### config.mk
export PLATFORM = sky130hd
export DESIGN_NAME = bus_slave_front
export DESIGN_NICKNAME = d
export VERILOG_FILES = /design/src/rtl/bsf_pkg.sv /design/src/rtl/bsf_edges.sv /design/src/rtl/bsf_parity.sv /design/src/rtl/bsf_addr_decode.sv /design/src/rtl/bus_slave_front.sv
export SDC_FILE = /design/constraint.sdc
export NUM_CORES = 1
export LEC_CHECK = 0
export BUFFER_PORTS_ARGS = -buffer_cell sky130_fd_sc_hd__buf_2
export CAP_MARGIN = 5
export CORE_MARGIN = 3
export CORE_UTILIZATION = 50
export DETAILED_ROUTE_END_ITERATION = 7
export PLACE_DENSITY_LB_ADDON = 0.12
export SYNTH_ARGS = -nofsm -noshare
export SYNTH_HDL_FRONTEND = slang
export SYNTH_SLANG_ARGS = --single-unit
export TNS_END_PERCENT = 100
### constraint.sdc
create_clock -name clk -period 2.5 [get_ports clk]
set_clock_uncertainty 0.1 [all_clocks]
set_input_delay 0.625 -clock clk [delete_from_list [all_inputs] [get_ports clk]]
set_output_delay 0.625 -clock clk [all_outputs]
set_load 0.1 [all_outputs]
### src/rtl/bsf_pkg.sv
package bsf_pkg;

  typedef enum logic [2:0] {
    CYC_NONE   = 3'd0,
    CYC_IO_WR  = 3'd1,
    CYC_IO_RD  = 3'd2,
    CYC_MEM_WR = 3'd3,
    CYC_MEM_RD = 3'd4
  } cyc_t;

  function automatic cyc_t decode_cycle(input logic mio, input logic s0_n, input logic s1_n);
    cyc_t c;
    case ({mio, s0_n, s1_n})
      3'b001:  c = CYC_IO_WR;
      3'b010:  c = CYC_IO_RD;
      3'b101:  c = CYC_MEM_WR;
      3'b110:  c = CYC_MEM_RD;
      default: c = CYC_NONE;
    endcase
    return c;
  endfunction

  function automatic logic is_read(input cyc_t c);
    return (c == CYC_IO_RD) || (c == CYC_MEM_RD);
  endfunction

  function automatic logic is_write(input cyc_t c);
    return (c == CYC_IO_WR) || (c == CYC_MEM_WR);
  endfunction

endpackage

### src/rtl/bsf_edges.sv
module bsf_edges #(
  parameter int N = 2
) (
  input  logic         clk,
  input  logic         rst,
  input  logic [N-1:0] lvl_n,
  output logic [N-1:0] fall,
  output logic [N-1:0] rise
);
  logic [N-1:0] prev_n;

  for (genvar i = 0; i < N; i++) begin : g_edge
    always_ff @(posedge clk) begin
      if (rst) prev_n[i] <= 1'b1;
      else     prev_n[i] <= lvl_n[i];
    end
    assign fall[i] = prev_n[i] & ~lvl_n[i];
    assign rise[i] = ~prev_n[i] & lvl_n[i];
  end
endmodule

### src/rtl/bsf_parity.sv
module bsf_parity #(
  parameter int LANES = 4
) (
  input  logic [8*LANES-1:0] bytes_in,
  input  logic [LANES-1:0]   par_in,
  output logic [LANES-1:0]   lane_ok,
  output logic [LANES-1:0]   par_gen
);
  for (genvar i = 0; i < LANES; i++) begin : g_lane
    assign lane_ok[i] = ^{bytes_in[8*i +: 8], par_in[i]};
    assign par_gen[i] = ~^bytes_in[8*i +: 8];
  end
endmodule

### src/rtl/bsf_addr_decode.sv
module bsf_addr_decode
  import bsf_pkg::*;
#(
  parameter int          ADDR_W   = 32,
  parameter int          IO_W     = 16,
  parameter logic [31:0] MEM_BASE = 32'h00C4_0000,
  parameter logic [31:0] MEM_MASK = 32'hFFFF_0000,
  parameter logic [15:0] IO_BASE  = 16'h03A0,
  parameter logic [15:0] IO_MASK  = 16'hFFF0
) (
  input  logic              mio,
  input  logic              s0_n,
  input  logic              s1_n,
  input  logic [ADDR_W-1:0] addr,
  input  logic              m24,
  output cyc_t              cyc,
  output logic              hit,
  output logic [ADDR_W-1:0] eff_addr
);
  localparam int NARROW_W = 24;

  logic [ADDR_W-1:0] mem_eff;
  logic [ADDR_W-1:0] io_eff;
  logic              is_io;
  logic              is_mem;

  always_comb begin
    cyc    = decode_cycle(mio, s0_n, s1_n);
    is_io  = (cyc == CYC_IO_RD) || (cyc == CYC_IO_WR);
    is_mem = (cyc == CYC_MEM_RD) || (cyc == CYC_MEM_WR);

    mem_eff = addr;
    if (m24) mem_eff[ADDR_W-1:NARROW_W] = '0;

    io_eff = '0;
    io_eff[IO_W-1:0] = addr[IO_W-1:0];

    eff_addr = is_io ? io_eff : mem_eff;
    hit = (is_io  && ((io_eff[IO_W-1:0] & IO_MASK) == IO_BASE)) ||
          (is_mem && ((mem_eff & ADDR_W'(MEM_MASK)) == ADDR_W'(MEM_BASE)));
  end
endmodule

### src/rtl/bus_slave_front.sv
module bus_slave_front
  import bsf_pkg::*;
#(
  parameter int          ADDR_W      = 32,
  parameter int          DATA_W      = 32,
  parameter int          PORT_SIZE   = 32,
  parameter int          WAIT_STATES = 2,
  parameter logic [31:0] MEM_BASE    = 32'h00C4_0000,
  parameter logic [31:0] MEM_MASK    = 32'hFFFF_0000,
  parameter logic [15:0] IO_BASE     = 16'h03A0,
  parameter logic [15:0] IO_MASK     = 16'hFFF0
) (
  input  logic                clk,
  input  logic                rst,
  input  logic                adl_n,
  input  logic                cmd_n,
  input  logic                mio,
  input  logic                s0_n,
  input  logic                s1_n,
  input  logic [ADDR_W-1:0]   addr,
  input  logic                m24,
  input  logic                aparen_n,
  input  logic [ADDR_W/8-1:0] apar,
  input  logic [DATA_W-1:0]   data_in,
  input  logic                dparen_n,
  input  logic [DATA_W/8-1:0] dpar_in,
  input  logic                setup_n,
  input  logic [DATA_W-1:0]   loc_rdata,
  output logic                sel_fb_n,
  output logic                ds16_n,
  output logic                ds32_n,
  output logic                rdy,
  output logic                chck_n,
  output logic [DATA_W-1:0]   data_out,
  output logic [DATA_W/8-1:0] dpar_out,
  output logic                data_oe,
  output logic [ADDR_W-1:0]   loc_addr,
  output logic                loc_rd,
  output logic                loc_wr,
  output logic [DATA_W-1:0]   loc_wdata
);
  localparam int ALANES     = ADDR_W / 8;
  localparam int DLANES     = DATA_W / 8;
  localparam int NARROW_LN  = 3;
  localparam int CNT_W      = (WAIT_STATES < 1) ? 1 : $clog2(WAIT_STATES + 1);
  localparam logic WIDE16   = (PORT_SIZE >= 16);
  localparam logic WIDE32   = (PORT_SIZE >= 32);
  localparam logic HAS_WAIT = (WAIT_STATES > 0);

  // strobe edges: index 0 = address latch, index 1 = command
  logic [1:0] fall, rise;
  bsf_edges #(.N(2)) u_edges (
    .clk  (clk),
    .rst  (rst),
    .lvl_n({cmd_n, adl_n}),
    .fall (fall),
    .rise (rise)
  );

  cyc_t              dec_cyc;
  logic              dec_hit;
  logic [ADDR_W-1:0] dec_addr;
  bsf_addr_decode #(
    .ADDR_W  (ADDR_W),
    .IO_W    (16),
    .MEM_BASE(MEM_BASE),
    .MEM_MASK(MEM_MASK),
    .IO_BASE (IO_BASE),
    .IO_MASK (IO_MASK)
  ) u_dec (
    .mio     (mio),
    .s0_n    (s0_n),
    .s1_n    (s1_n),
    .addr    (addr),
    .m24     (m24),
    .cyc     (dec_cyc),
    .hit     (dec_hit),
    .eff_addr(dec_addr)
  );

  logic [ALANES-1:0] a_ok, a_gen_unused;
  bsf_parity #(.LANES(ALANES)) u_apar (
    .bytes_in(addr),
    .par_in  (apar),
    .lane_ok (a_ok),
    .par_gen (a_gen_unused)
  );

  logic [DATA_W-1:0] wdat_q;
  logic [DLANES-1:0] wpar_q;
  logic              wpen_q;
  logic [DLANES-1:0] w_ok, w_gen_unused;
  bsf_parity #(.LANES(DLANES)) u_wpar (
    .bytes_in(wdat_q),
    .par_in  (wpar_q),
    .lane_ok (w_ok),
    .par_gen (w_gen_unused)
  );

  logic [DLANES-1:0] r_ok_unused, r_gen;
  bsf_parity #(.LANES(DLANES)) u_rpar (
    .bytes_in(loc_rdata),
    .par_in  ('0),
    .lane_ok (r_ok_unused),
    .par_gen (r_gen)
  );

  // lanes that take part in the address parity check
  logic [ALANES-1:0] a_mask;
  always_comb begin
    for (int i = 0; i < ALANES; i++) a_mask[i] = !(m24 && (i >= NARROW_LN));
  end

  logic adl_fall, cmd_fall, cmd_rise;
  logic latch_ev, hit_live, hit_now, a_bad;
  assign adl_fall = fall[0];
  assign cmd_fall = fall[1];
  assign cmd_rise = rise[1];

  logic             have_lat, hit_q, oe_tail;
  cyc_t             cyc_q;
  logic [CNT_W-1:0] wait_cnt;

  always_comb begin
    latch_ev = adl_fall | (cmd_fall & ~have_lat);
    hit_live = dec_hit & setup_n;
    hit_now  = latch_ev ? hit_live : hit_q;
    a_bad    = hit_live & ~aparen_n & |(~a_ok & a_mask);
  end

  always_ff @(posedge clk) begin
    if (rst) begin
      have_lat  <= 1'b0;
      hit_q     <= 1'b0;
      cyc_q     <= CYC_NONE;
      oe_tail   <= 1'b0;
      wait_cnt  <= '0;
      sel_fb_n  <= 1'b1;
      ds16_n    <= 1'b1;
      ds32_n    <= 1'b1;
      rdy       <= 1'b1;
      chck_n    <= 1'b1;
      data_oe   <= 1'b0;
      data_out  <= '0;
      dpar_out  <= '0;
      loc_addr  <= '0;
      loc_rd    <= 1'b0;
      loc_wr    <= 1'b0;
      loc_wdata <= '0;
      wdat_q    <= '0;
      wpar_q    <= '0;
      wpen_q    <= 1'b0;
    end else begin
      loc_rd <= 1'b0;
      loc_wr <= 1'b0;

      if (!cmd_n) begin
        wdat_q   <= data_in;
        wpar_q   <= dpar_in;
        wpen_q   <= ~dparen_n;
        data_out <= loc_rdata;
        dpar_out <= r_gen;
      end

      if (latch_ev) begin
        have_lat <= 1'b1;
        hit_q    <= hit_live;
        cyc_q    <= dec_cyc;
        loc_addr <= dec_addr;
        sel_fb_n <= ~hit_live;
        ds16_n   <= ~(hit_live & WIDE16);
        ds32_n   <= ~(hit_live & WIDE32);
        rdy      <= ~(hit_live & HAS_WAIT);
        if (a_bad) chck_n <= 1'b0;
      end

      if (cmd_fall) begin
        wait_cnt <= CNT_W'(WAIT_STATES);
        if (hit_now && is_read(latch_ev ? dec_cyc : cyc_q)) begin
          loc_rd  <= 1'b1;
          data_oe <= 1'b1;
        end
      end else if (wait_cnt != '0) begin
        wait_cnt <= wait_cnt - 1'b1;
        if (wait_cnt == CNT_W'(1)) rdy <= 1'b1;
      end

      if (oe_tail) begin
        data_oe <= 1'b0;
        oe_tail <= 1'b0;
      end

      if (cmd_rise) begin
        have_lat <= 1'b0;
        hit_q    <= 1'b0;
        sel_fb_n <= 1'b1;
        ds16_n   <= 1'b1;
        ds32_n   <= 1'b1;
        rdy      <= 1'b1;
        wait_cnt <= '0;
        if (data_oe) oe_tail <= 1'b1;
        if (hit_q && is_write(cyc_q)) begin
          loc_wr    <= 1'b1;
          loc_wdata <= wdat_q;
          if (wpen_q && !(&w_ok)) chck_n <= 1'b0;
        end
      end

      if (!setup_n) begin
        hit_q    <= 1'b0;
        sel_fb_n <= 1'b1;
        ds16_n   <= 1'b1;
        ds32_n   <= 1'b1;
        rdy      <= 1'b1;
        wait_cnt <= '0;
        loc_rd   <= 1'b0;
        loc_wr   <= 1'b0;
      end
    end
  end
endmodule

# After elaboration in Yosys (flattened, before gate mapping)
# Cells that the tools add are included.
[op_classes]
mux = 19
n_eq_ne = 15
n_bitwise = 20
add_sub_neg = 1
reduce_logical = 37
[op_table]
columns = ["op", "n"]
rows = [
  ["$reduce_xor A9 Y1", 8],
  ["$mux W32", 1],
  ["$reduce_xnor A8 Y1", 4],
  ["$eq A16 B8 Y1 const B", 1],
  ["$eq A3 B2 Y1 const B", 5],
  ["$mux W1", 13],
  ["$eq A12 B6 Y1 const B", 1],
  ["$eq A3 B3 Y1 const B", 4],
  ["$pmux W3 S4", 1],
  ["$not A1 Y1", 10],
  ["$eq A3 B1 Y1 const B", 3],
  ["$reduce_or A3 Y1", 3],
  ["$mux W8", 1],
  ["$reduce_or A4 Y1", 2],
  ["$and A1 B1 Y1", 7],
  ["$reduce_or A2 Y1", 3],
  ["$logic_and A1 B1 Y1", 5],
  ["$logic_or A1 B1 Y1", 5],
  ["$and A4 B4 Y4", 1],
  ["$mux W2", 2],
  ["$not A4 Y4", 1],
  ["$reduce_and A2 Y1", 2],
  ["$reduce_and A4 Y1", 1],
  ["$reduce_bool A2 Y1", 2],
  ["other kinds (5)", 6],
]
[word_totals]
reg_bits = 153
out_inout_bits = 108

# Longest topological paths before layout
[depth]
ltp_word = 14
depth_mapped = 9

# Modules after synthesis
# A second synthesis with hierarchy kept.
[unflattened]
cells_unflattened = 747
area_unflattened_um2 = 6795.3
[by_module_without_submodules]
columns = ["mod", "area_each_um2", "n_inst", "seq_area_each_um2", "cells_each"]
rows = [
  ["bus_slave_front", 5338.9, 1, 3022.9, 587],
  ["bsf_parity", 340.3, 3, 0.0, 32],
  ["bsf_addr_decode", 355.3, 1, 0.0, 56],
  ["bsf_edges", 80.1, 1, 40.0, 8],
]

# Least setup slack after synthesis
# Ideal clock, no wire load.
[synth_path]
path_type = "input-to-reg"
from = "in cmd_n"
to = "reg loc_addr[0]"
setup_time_ns = 0.070
n_path_buf = 4
stages = 9
path_slack_ns = 0.121
arrival_time_ns = 2.208
path_cell_list = "clkbuf_1 buf_2 inv_1 ha_1 a2bb2oi_1 buf_2 buf_2 nand2_1 a21oi_1"
[synth_between]
elab_chain_len = 4
[synth_rtl]
columns = ["item", "line_no", "rtl"]
rows = [
  ["from (decl)", "bus_slave_front.sv:16", "input logic cmd_n,"],
  ["$not A1 Y1", "bsf_edges.sv:17", "assign fall[i] = prev_n[i] & ~lvl_n[i];"],
  ["$and A1 B1 Y1", "bsf_edges.sv:17", ""],
  ["$and A1 B1 Y1", "bus_slave_front.sv:125", "latch_ev = adl_fall | (cmd_fall & ~have_lat);"],
  ["$or A1 B1 Y1", "bus_slave_front.sv:125", ""],
  ["to (signal assigned)", "bus_slave_front.sv:169", "loc_addr <= dec_addr;"],
  ["to (decl)", "bus_slave_front.sv:37", "output logic [ADDR_W-1:0] loc_addr,"],
]
# No other way between the ends.
# A chain may end at the register's enable or synchronous reset.

==> metrics.cfg <==
[synthesis]
synth.cell_area_um2 = 6260
ys_seq_area_share_pct = 48.9
yosys.cell_count.top_type = dfxtp_1
syn_inst = 680
yosysTopAreaCell = dfxtp_1
synthTopCellsByCount = 153 x dfxtp_1, 113 x nand2_1, 96 x nor2_1
synth_nets = 797
synth-warning-count = 0
netlist_top_cells_area = dfxtp_1 49%, mux2i_1 11%, xnor2_1 11%
synth_ff_type = dfxtp_1
syn_avg_cell_area_um2 = 9.21
netlist.area_leader.share_pct = 48.9
async_flop_share_pct = 0
synth_seq_cells = 153
synth_edf_count = 0
yosys.cell_types.count = 37

[layout]
drive_above_1_share_pct = 29.2
fin_nets = 1008
areaGrowthSynthToFinish_pct = 29.4
diodes = 0

[die]
fp.dieH_um = 118
die_x_um = 118
ioPinCount = 223
core_um2 = 12100
start_util_pct = 51.7
dieArea_um2 = 13900
rows = 40

[placement]
io_buffer_count = 222
dpl.hpwl_mm = 11.3
gp_congestion = 0.807
place_ws_ps = 144

[critical_path]
critical_path_arrival_ps = 1280
worstSetupPathType = reg2out
start_kind = flop
crit_family = buffers and inverters
end_kind = primary output
crit_path_max_fanout = 4
cpPeakStageDelay_ps = 460
crit_slowest_cell = buf_2
critPathBufInv = 1
worstPathRequired_ps = 1770
path_cells = buf_2

[clocking]
insertion_delay_ps = 410
path_clk_slew_ps = 60
htreeDepth = 4
cts_tree = done
clock_path_buffers = 2
cts_hold_buf = 0
cts_setup_buffers = 0
cts_resized = 0
clockRootBuffer = clkbuf_16
cts_sinks = 153
numCtsBuffers = 17

[global_routing]
grt_max_degree = 83
grt_pass1_wl_mm = 25.3
groute.usage.overall_pct = 22.3
antenna_found_initial = 1
overflow = 0
grt_pass1_vias = 5309

[min_path]
hp-class = reg2reg

[timing]
fin_crit_ps = 2000
slew_headroom_pct = 64.3
slew_violations = 0
setup_ws_ps = 495
tightestPinTransition_ps = 533
period_share_pct = 80.2
report.final.setup_viol = 0
hold_viol_final = 0
max_freq_mhz = 499
rsz0062_at_grt = no
fin_tns_setup_ps = 0

[power_and_ir_drop]
ir_drop_uv = 536
powerDensity_nw_per_um2 = 808
leakagePower_nw = 3.75

[run_status]
status = completed

[route]
wirelength_mm = 15.5
post_drt_wl_per_cell_um = 14.5
drc_errors = 0
drt_iter0_markers = 296
viasPerCell = 4.98
ant_nets = 0
dr.pass1.iters = 4
vias = 5323

[job]
cap_violations = 0

[metrics by stage]
stage	cells	util, %	hold slack, ps	total power [mW]	instance area, um^2
2_1_floorplan	680	-	275	3.76	6260
3_3_place_gp	1040	62.1	280	4.06	7520
3_5_place_dp	1040	62.1	281	4.08	7520
4_1_cts	1069	66.9	292	6.61	8110
5_1_grt	1069	66.9	325	6.81	8110
6_report	1069	66.9	294	6.55	8110
[layer usage]
layer	GRT usage, %	vias to the layer above	share of wire [%]
met5	0	-	0.084
met4	8.21	2	1.4
met3	7.16	19	7.2
met2	37.4	171	50
met1	26.9	2464	42
li1	-	2667	-
[power breakdown]
group | internal [mW] | switching (mW) | total [mW]
Sequential | 2.56 | 0.0750 | 2.63
Clock | 1.60 | 0.925 | 2.52
Combinational | 0.434 | 0.962 | 1.40
[placed cells by master (no fill, tap or decap), types with 8 or more instances in the layout]
master and instances:
buf_2 220, dfxtp_1 153, nand2_1 113, nor2_1 96, xnor2_1 78, mux2i_1 69, a21oi_1 58, clkbuf_16 17
a22oi_1 16, buf_4 10, nor3_1 8, xor2_1 8
[kinds of logic (layout without fill, tap and decap cells)]
family                   count (synthesis)  after routing  share of synthesized area (%)
AO/OA/AOI/OAI                           87             87                           8.13
XOR/XNOR                                90             90                           13.5
adder cells (fa/ha/maj)                  2              2                          0.399
buffers and inverters                   45            266                           3.08
flip-flops                             153            153                           48.9
multiplexers                            69             69                           11.0
AND/OR/NAND/NOR                        234            234                           15.0
[sequential cells by signal, indices dropped and copies added, names as in the netlist]
name            cells
wpen_q              1
hit_q               1
have_lat            1
ds32_n              1
chck_n              1
oe_tail             1
rdy                 1
cyc_q               3
loc_wdata          32
loc_addr           32
dpar_out            4
loc_wr              1
wait_cnt            2
wpar_q              4
data_out           32
loc_rd              1
data_oe             1
u_edges.prev_n      2
wdat_q             32
[worst register-to-register path, stage by stage (launching register included)]
cell and delay [ps]:
dfxtp_1 370, xor2_1 200, xnor3_1 450, xnor2_1 160
a41o_1 260, a21oi_1 160, a31oi_1 60
[path summary, 6_finish.rpt]
kind / end / start / slack [ps] / cells after the start
hold reg to reg: data_oe / oe_tail / 290 / 1
hold / removal: data_oe / oe_tail / 290 / 1
setup reg to reg: chck_n / wdat_q[4] / 610 / 6
setup / recovery: sel_fb_n / ds32_n / 500 / 1
[area by class of cell]
class                   instances  area (um^2)
clock buffers                  20          457
clock inverters                 9          125
fillers                      1056         4010
inverters                       5         18.8
multi-input cells             482         3020
flip-flops and latches        153         3060
well taps                     168          210
repair buffers                232         1220
No activity file was read; power rests on OpenSTA's default activity.
